## config.mk

```make
export PLATFORM = sky130hd
export DESIGN_NAME = prio_irq_ctrl
export DESIGN_NICKNAME = d
export VERILOG_FILES = /design/src/rtl/irq_pkg.sv /design/src/rtl/irq_src_table.sv /design/src/rtl/irq_arbiter.sv /design/src/rtl/irq_prio_stack.sv /design/src/rtl/prio_irq_ctrl.sv
export SDC_FILE = /design/constraint.sdc
export NUM_CORES = 1
export LEC_CHECK = 0
export ABC_AREA = 0
export BUFFER_PORTS_ARGS = -buffer_cell sky130_fd_sc_hd__buf_4
export CORE_ASPECT_RATIO = 0.75
export CORE_UTILIZATION = 53
export CTS_CLUSTER_DIAMETER = 200
export DETAILED_ROUTE_END_ITERATION = 6
export GPL_TIMING_DRIVEN = 0
export PLACE_DENSITY = 0.73
export SYNTH_ARGS = -nofsm -noshare
export SYNTH_HDL_FRONTEND = slang
export SYNTH_HIERARCHICAL = 1
export SYNTH_SLANG_ARGS = --single-unit
```

## constraint.sdc

```tcl
create_clock -name clk -period 51.4 [get_ports clk]
set_input_delay 2.57 -clock clk [delete_from_list [all_inputs] [get_ports clk]]
set_output_delay 2.57 -clock clk [all_outputs]
set_load 0.1 [all_outputs]
```

## src/rtl/irq_pkg.sv

```systemverilog
package irq_pkg;
  localparam int NUM_HW      = 16;
  localparam int NUM_SW      = 8;
  localparam int PRIO_W      = 4;
  localparam int STACK_DEPTH = 8;
  localparam int NUM_SRC     = NUM_HW + NUM_SW;
  localparam int VEC_W       = $clog2(NUM_SRC);
endpackage

```

## src/rtl/irq_src_table.sv

```systemverilog
module irq_src_table
  import irq_pkg::*;
#(
  parameter int N_HW = NUM_HW,
  parameter int N_SW = NUM_SW,
  parameter int PW   = PRIO_W,
  localparam int NS  = N_HW + N_SW,
  localparam int VW  = $clog2(NS)
) (
  input  logic             clk,
  input  logic             rst_n,
  input  logic             cfg_we,
  input  logic [VW-1:0]    cfg_src,
  input  logic [PW-1:0]    cfg_prio,
  input  logic [N_SW-1:0]  sw_set,
  input  logic [N_SW-1:0]  sw_clr,
  output logic [NS*PW-1:0] prio_flat,
  output logic [N_SW-1:0]  sw_pend
);
  // one priority register per source
  for (genvar g = 0; g < NS; g++) begin : g_prio
    logic [PW-1:0] p_q;
    always_ff @(posedge clk) begin
      if (!rst_n)
        p_q <= '0;
      else if (cfg_we && (int'(cfg_src) == g))
        p_q <= cfg_prio;
    end
    assign prio_flat[g*PW +: PW] = p_q;
  end

  // software requests: set has precedence over clear
  always_ff @(posedge clk) begin
    if (!rst_n)
      sw_pend <= '0;
    else
      sw_pend <= (sw_pend & ~sw_clr) | sw_set;
  end
endmodule

```

## src/rtl/irq_arbiter.sv

```systemverilog
module irq_arbiter
  import irq_pkg::*;
#(
  parameter int NS = NUM_SRC,
  parameter int PW = PRIO_W,
  localparam int VW = $clog2(NS)
) (
  input  logic [NS-1:0]    req,
  input  logic [NS*PW-1:0] prio_flat,
  output logic [PW-1:0]    best_prio,
  output logic [VW-1:0]    best_vec
);
  logic [PW-1:0] prio_a [NS];

  for (genvar g = 0; g < NS; g++) begin : g_unpack
    assign prio_a[g] = prio_flat[g*PW +: PW];
  end

  // scan upward and replace only on strictly greater, so lower index wins ties
  always_comb begin
    best_prio = '0;
    best_vec  = '0;
    for (int i = 0; i < NS; i++) begin
      if (req[i] && (prio_a[i] > best_prio)) begin
        best_prio = prio_a[i];
        best_vec  = VW'(i);
      end
    end
  end
endmodule

```

## src/rtl/irq_prio_stack.sv

```systemverilog
module irq_prio_stack
  import irq_pkg::*;
#(
  parameter int PW    = PRIO_W,
  parameter int DEPTH = STACK_DEPTH,
  localparam int CW   = $clog2(DEPTH + 1)
) (
  input  logic          clk,
  input  logic          rst_n,
  input  logic          push,
  input  logic [PW-1:0] push_mask,
  input  logic          pop,
  input  logic          mask_we,
  input  logic [PW-1:0] mask_wdata,
  output logic [PW-1:0] cur_mask
);
  localparam logic [CW-1:0] FULL = CW'(DEPTH);

  logic [PW-1:0] mem [DEPTH];
  logic [CW-1:0] depth_q;

  always_ff @(posedge clk) begin
    if (!rst_n) begin
      cur_mask <= '0;
      depth_q  <= '0;
    end else if (push) begin
      cur_mask <= push_mask;
      if (depth_q != FULL) begin
        mem[depth_q[$clog2(DEPTH)-1:0]] <= cur_mask;
        depth_q <= depth_q + 1'b1;
      end
    end else if (pop) begin
      if (depth_q != '0) begin
        cur_mask <= mem[$clog2(DEPTH)'(depth_q - 1'b1)];
        depth_q  <= depth_q - 1'b1;
      end else begin
        cur_mask <= '0;
      end
    end else if (mask_we) begin
      cur_mask <= mask_wdata;
    end
  end
endmodule

```

## src/rtl/prio_irq_ctrl.sv

```systemverilog
module prio_irq_ctrl
  import irq_pkg::*;
#(
  parameter int N_HW  = NUM_HW,
  parameter int N_SW  = NUM_SW,
  parameter int PW    = PRIO_W,
  parameter int DEPTH = STACK_DEPTH,
  localparam int NS   = N_HW + N_SW,
  localparam int VW   = $clog2(NS)
) (
  input  logic            clk,
  input  logic            rst_n,
  input  logic [N_HW-1:0] hw_req,
  input  logic [N_SW-1:0] sw_set,
  input  logic [N_SW-1:0] sw_clr,
  input  logic            cfg_we,
  input  logic [VW-1:0]   cfg_src,
  input  logic [PW-1:0]   cfg_prio,
  input  logic            mask_we,
  input  logic [PW-1:0]   mask_wdata,
  output logic            irq,
  output logic [VW-1:0]   irq_vector,
  output logic [PW-1:0]   irq_prio,
  input  logic            ack,
  input  logic            eoi,
  output logic [PW-1:0]   cur_mask
);
  logic [NS*PW-1:0] prio_flat;
  logic [N_SW-1:0]  sw_pend;
  logic [PW-1:0]    best_prio;
  logic [VW-1:0]    best_vec;
  logic             take;

  irq_src_table #(.N_HW(N_HW), .N_SW(N_SW), .PW(PW)) u_tab (
    .clk(clk), .rst_n(rst_n), .cfg_we(cfg_we), .cfg_src(cfg_src),
    .cfg_prio(cfg_prio), .sw_set(sw_set), .sw_clr(sw_clr),
    .prio_flat(prio_flat), .sw_pend(sw_pend)
  );

  irq_arbiter #(.NS(NS), .PW(PW)) u_arb (
    .req({sw_pend, hw_req}), .prio_flat(prio_flat),
    .best_prio(best_prio), .best_vec(best_vec)
  );

  assign irq        = best_prio > cur_mask;
  assign irq_vector = best_vec;
  assign irq_prio   = best_prio;
  assign take       = ack && irq;

  irq_prio_stack #(.PW(PW), .DEPTH(DEPTH)) u_stk (
    .clk(clk), .rst_n(rst_n), .push(take), .push_mask(best_prio),
    .pop(eoi), .mask_we(mask_we), .mask_wdata(mask_wdata),
    .cur_mask(cur_mask)
  );
endmodule

```

==> summary.txt <==
Status: completed
Critical Path Source: hw_req[0]
Clock root buffer: clkbuf_16
Setup_tns: 0 ps
Count of final hold-check violations: 0
Worst-path clk slew: 60 ps
Initial core utilization: 0.5476
Syn Std Cell Area: 11,220 µm²
Setup CP Type: primary input to output pin
Port Buffers: 64
Min Tclk post-route: 47,500 ps
Hold Buf Count CTS: 0
# setup viols final: 0
CORE AREA: 20,490 µm²
Syn Nets: 1,435
Fraction of registers with async set/reset: 0
Number of antenna diodes: 0
Share of cells above drive strength 1: 0.1583
Initial antenna violation count: 0
IO Count: 65
Count leader, synth: nand2_1
Area leader, netlist: dfxtp_1
FF-to-FF End: u_stk/mem[0][2]
Skew-Pair Late Insertion Delay: 420 ps
CP Launch Type: primary input
Slowest stage delay, CP: 640 ps
Num Clock Sinks: 144
# rows: 45
Worst EP required: 48,830 ps
Inserted Clock Buffers: 17
RePlAce Congestion: 0.8811
Reg2Reg Setup Slack: 7120 ps
Number of max-cap violations: 0
DIE AREA: 21,770 µm²
Routed via count: 9,973
Worst setup margin: 3902 ps
Worst r2r src: u_tab/g_prio[0].p_q[1]
Die Y: 128.0 µm
P&R area growth vs syn: 12.31%
CP endpoint kind: output pin
Final ANT Viol Nets: 0
Crit share post-route: 0.9241
Synth area leaders: dfxtp_1 20%, mux2i_1 9.8%, ha_1 8.7%
Max Root-Sink Buffers: 2
Hold WS: 463.2 ps
Drt drc: 0
Slew HR: 0.4793
Slew Limit Fails: 0
# resized after CTS: 0
RSZ-0062 raised after global routing: false
Critical Path End: irq
Count of cell types in the netlist: 113
Crit-path max FO: 10
Total GRT Usage: 0.2590
Drt wl/cell: 16.51 µm
Hold crit path type: flip-flop to flip-flop
Mean post-synth cell area: 8.593 µm²
Worst-margin pin slew: 776.3 ps
Synth Instances: 1,306
Pin count of the biggest net entering global routing: 17
Yosys top cell area share: 0.1998
Post-Place Setup Slack: 4762 ps
Die X-Extent: 170.0 µm
Postcts setup bufs: 0
Critical path's slowest cell: a211oi_1
Worst Reg-to-Reg Cells: 203
CP Data Arrival Time: 44,930 ps
Sequential share of the synthesized area: 0.2854
YS warnings: 6
Yosys reg bits: 144
Fmax: 0.02105 GHz
Post-synth EDFFs: 32
Vias in the first global route: 9,067
Pre-antenna DRT Iters: 6
Fillers: 1,814
Post-synth top flop: dfxtp_1
DRT iter0 DRCs: 802
Nets: 1,518
Global-route wire length before repair: 45,330 µm
GRT overflow: 0
Placed Instances: 1,652
Hpwl dp: 21,400 µm
Setup Skew: 12.41 ps
Final WL: 27,800 µm
Final std cells w/o fill: 1,684
Vias per cell: 5.922
H-tree levels: 4
CTS tree: yes
Synth cell count leaders: 194 x nand2_1, 112 x dfxtp_1, 110 x mux2i_1
Most frequent CP cell: ha_1
-- worst min path at each step --
stage                            startpoint                 endpoint  cells past startpoint  slack [ps]
finish              u_tab/g_prio[22].p_q[1]  u_tab/g_prio[22].p_q[1]                      2         460
CTS                  u_tab/g_prio[0].p_q[0]   u_tab/g_prio[0].p_q[0]                      2         460
global route        u_tab/g_prio[12].p_q[0]  u_tab/g_prio[12].p_q[0]                      2         490
floorplan            u_tab/g_prio[7].p_q[2]   u_tab/g_prio[7].p_q[2]                      2         430
detailed placement   u_tab/g_prio[0].p_q[0]   u_tab/g_prio[0].p_q[0]                      2         450
global placement    u_tab/g_prio[22].p_q[1]  u_tab/g_prio[22].p_q[1]                      2         440
-- stage by stage --
stage | cell area, µm² | utilization
after floorplan | 11220 | -
after global placement | 12060 | 0.5882
after detailed placement | 12060 | 0.5882
after CTS | 12600 | 0.6150
after global routing | 12600 | 0.6150
final | 12600 | 0.6150
-- flip-flops by register name, summed over array words and instances, names as in the netlist --
register	flops
u_tab/g_prio.p_q	96
u_stk/mem	32
u_tab/sw_pend	8
u_stk/cur_mask	4
u_stk/depth_q	4
-- area by class of cell --
cell class	count	area (µm²)	share of cell area
multi-input combinational	1004	7318	0.5807
sequential	144	3203	0.2541
timing repair buffer	64	480.5	0.03812
clock buffer	17	425.4	0.03375
inverter	105	394.1	0.03127
tap	282	352.8	0.02800
buffer	53	306.5	0.02432
clock inverter	15	122.6	0.009729
-- metal layers --
metal  share of wire  vias up  track usage  wire [µm]
li1                -     4921            -          -
met1            0.50     4710       0.3911      13980
met2            0.42      307       0.3898      11750
met3           0.062       35      0.03427       1710
met4           0.013        0      0.05458        353
met5               0        -            0          0
-- cells in the final DEF, fill, tap and decap left out, drive strengths merged, types with 29 or more instances in the layout --
cell,instances
nand2,194
inv,114
dfxtp,112
mux2i,111
buf,86
ha,78
nor2,69
a21oi,53
o21ai,53
clkbuf,48
nand3,39
edfxtp,32
mux2,29
-- cells by family after synthesis --
| kind of cell | share of synthesized area |
|---|---|
| adder cells (fa/ha/maj) | 0.09053 |
| flip-flops | 0.2854 |
| AO/OA/AOI/OAI | 0.2020 |
| XOR/XNOR | 0.007025 |
| buffers and inverters | 0.06244 |
| multiplexers | 0.1459 |
| AND/OR/NAND/NOR | 0.2066 |
-- worst max-delay path, delay by kind of cell --
kind | cells | cell delay [ps]
buf+inv | 26 | 3080
fa+ha+maj | 26 | 7090
simple gates | 49 | 8990
compound gates | 84 | 18220
mux | 14 | 4780
Power is left out: the tool's default activity adds up to more than one toggle a clock period on the data nets, which glitch-free logic cannot reach.
